`config.mk`:
```
export PLATFORM = sky130hd
export DESIGN_NAME = halt_status_detect
export DESIGN_NICKNAME = d
export VERILOG_FILES = /design/src/rtl/halt_detect_pkg.sv /design/src/rtl/halt_run_datapath.sv /design/src/rtl/halt_run_control.sv /design/src/rtl/halt_status_detect.sv
export SDC_FILE = /design/constraint.sdc
export NUM_CORES = 1
export LEC_CHECK = 0
export BUFFER_PORTS_ARGS = -buffer_cell sky130_fd_sc_hd__buf_2
export CAP_MARGIN = 5
export CORE_AREA = 2 2 39 41
export CTS_BUF_LIST = sky130_fd_sc_hd__clkbuf_8 sky130_fd_sc_hd__clkbuf_16
export CTS_CLUSTER_SIZE = 12
export DETAILED_ROUTE_END_ITERATION = 8
export DIE_AREA = 0 0 41 43
export MAX_ROUTING_LAYER = met4
export SYNTH_ARGS = -nofsm -noshare
export SYNTH_HDL_FRONTEND = slang
export SYNTH_SLANG_ARGS = --single-unit
```
`constraint.sdc`:
```
create_clock -name clk -period 3.4 [get_ports clk]
set_clock_uncertainty 0.15 [all_clocks]
set_input_delay 0.17 -clock clk [delete_from_list [all_inputs] [get_ports clk]]
set_output_delay 0.17 -clock clk [all_outputs]
set_load 0.005 [all_outputs]
```
`src/rtl/halt_detect_pkg.sv`:
```
package halt_detect_pkg;

  localparam int NIB_W = 4;
  localparam int BUS_W = 2 * NIB_W;

  typedef struct packed {
    logic byteInc;
    logic byteClr;
    logic nibAdd2;
    logic nibSet1;
    logic nibClr;
    logic armSet;
    logic armKeep;
  } runStrobes_t;

endpackage

```
`src/rtl/halt_run_datapath.sv`:
```
module halt_run_datapath
  import halt_detect_pkg::*;
#(
  parameter int NIB_LIMIT  = 9,
  parameter int BYTE_LIMIT = 5,
  parameter int NIB_CW     = $clog2(NIB_LIMIT + 1),
  parameter int BYTE_CW    = $clog2(BYTE_LIMIT + 1)
) (
  input  logic               clk,
  input  logic               rst,
  input  runStrobes_t        strobes,
  output logic [BYTE_CW-1:0] byteCnt,
  output logic [NIB_CW-1:0]  nibCnt,
  output logic               armed,
  output logic               byteHit,
  output logic               nibHit
);

  localparam logic [BYTE_CW-1:0] BYTE_MAX  = BYTE_CW'(BYTE_LIMIT);
  localparam logic [NIB_CW-1:0]  NIB_MAX   = NIB_CW'(NIB_LIMIT);
  localparam logic [NIB_CW-1:0]  NIB_EDGE  = NIB_CW'(NIB_LIMIT - 2);

  logic [BYTE_CW-1:0] byteNext;
  logic [NIB_CW-1:0]  nibNext;
  logic               armNext;

  always_comb begin
    byteNext = byteCnt;
    if (strobes.byteClr) begin
      byteNext = '0;
    end else if (strobes.byteInc) begin
      if (byteCnt >= BYTE_MAX) byteNext = BYTE_MAX;
      else                     byteNext = byteCnt + 1'b1;
    end
  end

  always_comb begin
    nibNext = nibCnt;
    if (strobes.nibClr) begin
      nibNext = '0;
    end else if (strobes.nibSet1) begin
      nibNext = NIB_CW'(1);
    end else if (strobes.nibAdd2) begin
      if (nibCnt >= NIB_EDGE) nibNext = NIB_MAX;
      else                    nibNext = nibCnt + NIB_CW'(2);
    end
  end

  always_comb begin
    if (strobes.armSet)       armNext = 1'b1;
    else if (strobes.armKeep) armNext = armed;
    else                      armNext = 1'b0;
  end

  assign byteHit = (byteNext == BYTE_MAX);
  assign nibHit  = (nibNext == NIB_MAX);

  always_ff @(posedge clk) begin
    if (rst) begin
      byteCnt <= '0;
      nibCnt  <= '0;
      armed   <= 1'b0;
    end else begin
      byteCnt <= byteNext;
      nibCnt  <= nibNext;
      armed   <= armNext;
    end
  end

endmodule

```
`src/rtl/halt_run_control.sv`:
```
module halt_run_control
  import halt_detect_pkg::*;
#(
  parameter logic [NIB_W-1:0] MARKER = 4'hB
) (
  input  logic             clk,
  input  logic             rst,
  input  logic [BUS_W-1:0] statusBus,
  input  logic             armed,
  input  logic             byteHit,
  input  logic             nibHit,
  output runStrobes_t      strobes,
  output logic             haltFlag
);

  localparam logic [NIB_W-1:0] NIB_ONES = '1;

  logic [NIB_W-1:0] hiNib;
  logic [NIB_W-1:0] loNib;
  logic             hiOnes;
  logic             loOnes;
  logic             byteOnes;
  logic             haltNext;

  assign hiNib    = statusBus[BUS_W-1:NIB_W];
  assign loNib    = statusBus[NIB_W-1:0];
  assign hiOnes   = (hiNib == NIB_ONES);
  assign loOnes   = (loNib == NIB_ONES);
  assign byteOnes = hiOnes && loOnes;

  always_comb begin
    strobes         = '0;
    strobes.byteInc = byteOnes;
    strobes.byteClr = !byteOnes;
    strobes.nibAdd2 = byteOnes;
    strobes.nibSet1 = loOnes && !hiOnes;
    strobes.nibClr  = !loOnes;
    strobes.armSet  = (loNib == MARKER);
    strobes.armKeep = byteOnes;
  end

  always_comb begin
    if (haltFlag) haltNext = hiOnes;
    else          haltNext = armed && (byteHit || nibHit);
  end

  always_ff @(posedge clk) begin
    if (rst) haltFlag <= 1'b0;
    else     haltFlag <= haltNext;
  end

endmodule

```
`src/rtl/halt_status_detect.sv`:
```
module halt_status_detect
  import halt_detect_pkg::*;
#(
  parameter int NIB_LIMIT  = 9,
  parameter int BYTE_LIMIT = 5,
  parameter int NIB_CW     = $clog2(NIB_LIMIT + 1),
  parameter int BYTE_CW    = $clog2(BYTE_LIMIT + 1)
) (
  input  logic               clk,
  input  logic               rst,
  input  logic [7:0]         statusBus,
  output logic               haltFlag,
  output logic [BYTE_CW-1:0] byteRun,
  output logic [NIB_CW-1:0]  nibRun
);

  runStrobes_t strobes;
  logic        armed;
  logic        byteHit;
  logic        nibHit;

  halt_run_control #(
    .MARKER(4'hB)
  ) u_ctrl (
    .clk      (clk),
    .rst      (rst),
    .statusBus(statusBus),
    .armed    (armed),
    .byteHit  (byteHit),
    .nibHit   (nibHit),
    .strobes  (strobes),
    .haltFlag (haltFlag)
  );

  halt_run_datapath #(
    .NIB_LIMIT (NIB_LIMIT),
    .BYTE_LIMIT(BYTE_LIMIT),
    .NIB_CW    (NIB_CW),
    .BYTE_CW   (BYTE_CW)
  ) u_dp (
    .clk    (clk),
    .rst    (rst),
    .strobes(strobes),
    .byteCnt(byteRun),
    .nibCnt (nibRun),
    .armed  (armed),
    .byteHit(byteHit),
    .nibHit (nibHit)
  );

endmodule

```
=== After elaboration in Yosys (flattened, before gate mapping) ===
Index checks and enable logic that the tools add are counted.

* Input port bits: 10
* Output and inout bits: 8
* Bits in registers: 9
* Logic and storage cells: 28

* $add $sub $neg: 2
* $lt $le $gt $ge: 2
* Reductions and logical operators: 5
* Equal/unequal tests: 6
* Muxes and demuxes: 9

{| class="wikitable"
|+ Operators with widths
! kind !! number
|-
| $eq A4 B4 Y1 const B || 4
|-
| $mux W4 || 4
|-
| $mux W3 || 2
|-
| $add A4 B2 Y4 const B || 1
|-
| $ge A4 B3 Y1 const B || 1
|-
| $add A3 B1 Y3 const B || 1
|-
| $eq A3 B3 Y1 const B || 1
|-
| $ge A3 B3 Y1 const B || 1
|-
| $logic_and A1 B1 Y1 || 3
|-
| $mux W1 || 3
|-
| $ne A2 B2 Y1 const B || 1
|-
| $logic_not A1 Y1 || 1
|-
| $logic_or A1 B1 Y1 || 1
|}

=== Logic depth before layout (Yosys ltp) ===
* Word-level depth: 9
* Depth in mapped cells: 6
* Gate-level depth less buffers: 6

=== Cells and area by module ===
Synthesis repeated with hierarchy kept, for this count alone.

* Cell total of the unflattened synthesis: 61
* Area, all modules: 549.3 µm²

{| class="wikitable"
|+ Modules (own cells, without submodules)
! module !! area each (µm²) !! sequential area each (µm²) !! cells an instance !! instances
|-
| halt_run_datapath || 436.7 || 160.2 || 46 || 1
|-
| halt_run_control || 112.6 || 20.0 || 15 || 1
|}

=== Worst setup path after synthesis ===
Ideal clock, no wire load.

* Path kind: reg-to-reg
* From: register u_dp.byteCnt[0]
* To: register u_ctrl.haltFlag
* Path slack: 1.985 ns
* Library setup time: 0.074 ns
* Path buffers: 0
* Stages on the path, launching flop included: 6
* Clock period less this slack: 1.415 ns
* Required time: 3.176 ns
* Data arrival time: 1.190 ns
* Cell sequence: dfxtp_1 -> ha_1 -> or3b_1 -> o21ai_0 -> nand2_1 -> a31oi_1

* Word-level cells in the longest chain between the ends: 7
* Elaborated cells between the ends (all ways): 8
* Classes of those cells: add/sub (1); order compare (1); eq/ne (1); mux (3); reduce/logical (2)

{| class="wikitable"
|+ RTL lines
! what !! RTL line !! source
|-
| from (decl) || halt_run_datapath.sv:12 || <nowiki>output logic [BYTE_CW-1:0] byteCnt,</nowiki>
|-
| from (signal assigned) || halt_run_datapath.sv:64 || <nowiki>byteCnt <= byteNext;</nowiki>
|-
| $add A3 B1 Y3 or $ge A3 B3 Y1 (tied branches) || halt_run_datapath.sv:33, halt_run_datapath.sv:32 ||
|-
| $mux W3 (*) || halt_run_datapath.sv:32 || <nowiki>if (byteCnt >= BYTE_MAX) byteNext = BYTE_MAX;</nowiki>
|-
| $mux W3 (*) || halt_run_datapath.sv:29 || <nowiki>if (strobes.byteClr) begin</nowiki>
|-
| $eq A3 B3 Y1 (*) || halt_run_datapath.sv:55 || <nowiki>assign byteHit = (byteNext == BYTE_MAX);</nowiki>
|-
| $logic_or A1 B1 Y1 (*) || halt_run_control.sv:44 || <nowiki>else haltNext = armed && (byteHit || nibHit);</nowiki>
|-
| $logic_and A1 B1 Y1 (*) || halt_run_control.sv:44 ||
|-
| $mux W1 (*) || halt_run_control.sv:43 || <nowiki>if (haltFlag) haltNext = hiOnes;</nowiki>
|-
| to (signal assigned) || halt_run_control.sv:49 || <nowiki>else haltFlag <= haltNext;</nowiki>
|-
| to (decl) || halt_run_control.sv:13 || <nowiki>output logic haltFlag</nowiki>
|}

Mark *: on every way between the ends. The rest lies on a longest branch, timed or not.
A chain may end at the register's enable or synchronous reset.

=== Final worst setup path ===
Same ends and word-level chain as after synthesis.

==> flow_metrics.tcl <==
set metrics [dict create \
    num_io_pins 18 \
    synthesis.area_um2 422 \
    clk_latency_ns 0.23 \
    drtIter0Drc 4 \
    crit_path_start "u_dp.byteCnt[0]$_SDFF_PP0_" \
    cts_buffer_depth 2 \
    grt_max_degree 7 \
    clock_sinks 9 \
    power_frac_clock_pct 51.5 \
    synthCells 46 \
    timing.final.crit_share_pct 44.7 \
    root_buffer "clkbuf_8" \
    port_buffers 17 \
    nets 80 \
    grt_usage_pct 12.4 \
    drive_above_1_share_pct 34.8 \
    final_area_um2 561 \
    switchingPower_w 0.0000466 \
    cp.required_ns 3.41 \
    netlist-cell-type-count 23 \
    ys_ff_latch 9 \
    grt_pass1_vias 342 \
    setup_tns_ns 0 \
    finalSetupViolations 0 \
    area_delta_synth_final_pct 32.9 \
    n_antenna_cell 0 \
    dpl_cell_area_um2 515 \
    avgViaCountPerCell 4.94 \
    p_int_w 0.000190 \
    floorplan.initialDensity_pct 30.5 \
    ctsResizeCount 0 \
    overflow 0 \
    sw_frac_of_total_pct 19.7 \
    die_w_um 41 \
    period_needed_ns 1.52 \
    hold_viol 0 \
    hp-start "rst" \
    peakVddDrop_v 0.000223 \
    crit_arrival_ns 1.54 \
    htree_levels 1 \
    cts_hold_buf 0 \
    wl_per_cell_um 10.5 \
    ant_nets 0 \
    tightest_slew_ns 0.280 \
    synth.largest_area_cell "dfxtp_1" \
    path_class "flip-flop to flip-flop" \
    rows 14 \
    route.detailed.drc 0 \
    utilization_pct 40.5 \
    synthDominantCellAreaShare_pct 42.7 \
    num_vias 405 \
    relSlewSlack_pct 81.4 \
    pwr-share-comb_pct 3.4 \
    hp-class "input port to flip-flop" \
    clk_pin_slew_ns 0.04 \
    yosysWarnings 0 \
    gp_congestion 0.693 \
    pwr-share-seq_pct 45.1 \
    slew_violations 0 \
    critPathSlowestCell "dfxtp_1" \
    rsz0062_at_grt "no" \
    synth.avg_cell_area_um2 9.17 \
    dieArea_um2 1760 \
    grt_first_pass_wirelength_mm 1.36 \
    synth_fp_nets 59 \
    p_per_area_nw_per_um2 422 \
    yosys-top-cells-area "dfxtp_1, ha_1, a31oi_1" \
    cts_setup_buffers 0 \
    hpwl_um 653 \
    cp-start-kind "flip-flop" \
    cp_cell_sequence "ha_1, or3b_1, o21ai_0, nand2_1, a31oi_1" \
    cts_tree "built" \
    path_max_fanout 6 \
    core_um2 1380 \
    maxCapViolations 0 \
    fmax_ghz 0.658 \
    routed_wirelength_um 861 \
    slowest_delay_ns 0.41 \
    p_leak_nw 0.260 \
    antenna_found_initial 0 \
    fp.dieH_um 43 \
    cts_buffers 3 \
    critPathCaptureType "flip-flop" \
    first_pass_iters 4 \
    r2r_start "u_dp.byteCnt[0]$_SDFF_PP0_" \
    synth-seq-area-share_pct 42.7 \
    nFillCells 137 \
    status "completed" \
]
-- power groups by stage --
| stage | Clock [W] | Sequential [W] | Combinational (W) |
|---|---|---|---|
| floorplan | 0 | 0.000109 | 0.00000198 |
| global placement | 0 | 0.000109 | 0.00000774 |
| detailed placement | 0 | 0.000109 | 0.00000795 |
| CTS | 0.000126 | 0.000107 | 0.00000805 |
| global route | 0.000132 | 0.000107 | 0.00000883 |
| finish | 0.000122 | 0.000107 | 0.00000804 |
-- routing by layer --
| layer | share of wire [%] | up-vias | global-route usage [%] |
|---|---|---|---|
| li1 | - | 203 | - |
| met1 | 45 | 187 | 14.6 |
| met2 | 43 | 10 | 15.0 |
| met3 | 7.9 | 5 | 6.28 |
| met4 | 3.5 | 0 | 10.0 |
| met5 | 0 | - | - |
-- synth_stat cells --
library cell,count
buf_6,1
nand2_1,3
inv_1,4
nand3_1,1
and4b_1,1
nor3b_2,1
or3_1,1
o21ai_0,3
ha_1,3
and3_1,1
nor3_1,2
dfxtp_1,9
a311oi_1,1
and2_2,1
a21oi_1,2
a31oi_1,3
nor3_2,1
o21bai_1,1
nand2b_1,1
nor2_1,3
or3b_1,1
nand4_1,1
or2_1,1
-- registers in the layout, summed over array words and instances, names as in the netlist --
signal and cells:
u_dp.nibCnt 4, u_dp.byteCnt 3, u_ctrl.haltFlag 1, u_dp.armed 1
-- through the flow --
| stage | setup slack [ns] | total power [W] | hold WS (ns) | std cells |
|---|---|---|---|---|
| 2_1_floorplan | 1.99 | 0.000111 | 0.155 | 46 |
| 3_3_place_gp | 1.97 | 0.000116 | 0.295 | 78 |
| 3_5_place_dp | 1.92 | 0.000117 | 0.286 | 78 |
| 4_1_cts | 1.91 | 0.000240 | 0.0404 | 82 |
| 5_1_grt | 1.75 | 0.000247 | 0.0615 | 82 |
| 6_report | 1.88 | 0.000237 | 0.0429 | 82 |
-- layout make-up --
cell class / instances / area, um^2 / area share [%]
clock inverters: 1 / 3.75 / 0.670
inverters: 4 / 15.0 / 2.68
well taps: 16 / 20.0 / 3.57
flip-flops and latches: 9 / 180 / 32.1
multi-input cells: 32 / 215 / 38.4
repair buffers: 17 / 85.1 / 15.2
clock buffers: 3 / 41.3 / 7.37
-- worst max-delay path: cells and delay by family, from the launching register on --
| kind | cells | cell delay, ns |
|---|---|---|
| fa+ha+maj | 1 | 0.22 |
| compound gates | 2 | 0.24 |
| simple gates | 2 | 0.43 |
| flops | 1 | 0.41 |
-- path summary, 6_finish.rpt --
| path | end | slack [ns] | cells after the start |
|---|---|---|---|
| setup / recovery | u_ctrl.haltFlag$_SDFF_PP0_ | 1.88 | 5 |
| hold reg to reg | u_dp.nibCnt[1]$_SDFF_PP0_ | 0.37 | 1 |
| setup reg to reg | u_ctrl.haltFlag$_SDFF_PP0_ | 1.88 | 5 |
| hold / removal | u_ctrl.haltFlag$_SDFF_PP0_ | 0.04 | 3 |
-- kinds of logic after synthesis --
group                    Yosys count  share of synthesized area [%]
flip-flops                         9                           42.7
adder cells (fa/ha/maj)            3                           8.90
AO/OA/AOI/OAI                     10                           14.2
AND/OR/NAND/NOR                   19                           27.9
buffers and inverters              5                           6.23
-- cell usage in the layout, fill, tap and decap left out, types with 2 or more instances in the layout --
cell type  synthesis  routed
buf_2              0      17
dfxtp_1            9       9
inv_1              4       5
nand2_1            3       3
nor2_1             3       3
o21ai_0            3       3
a31oi_1            3       3
ha_1               3       3
clkbuf_8           0       3
nor3_1             2       2
a21oi_1            2       2
Note: power is estimated with default switching activity, not from simulation.
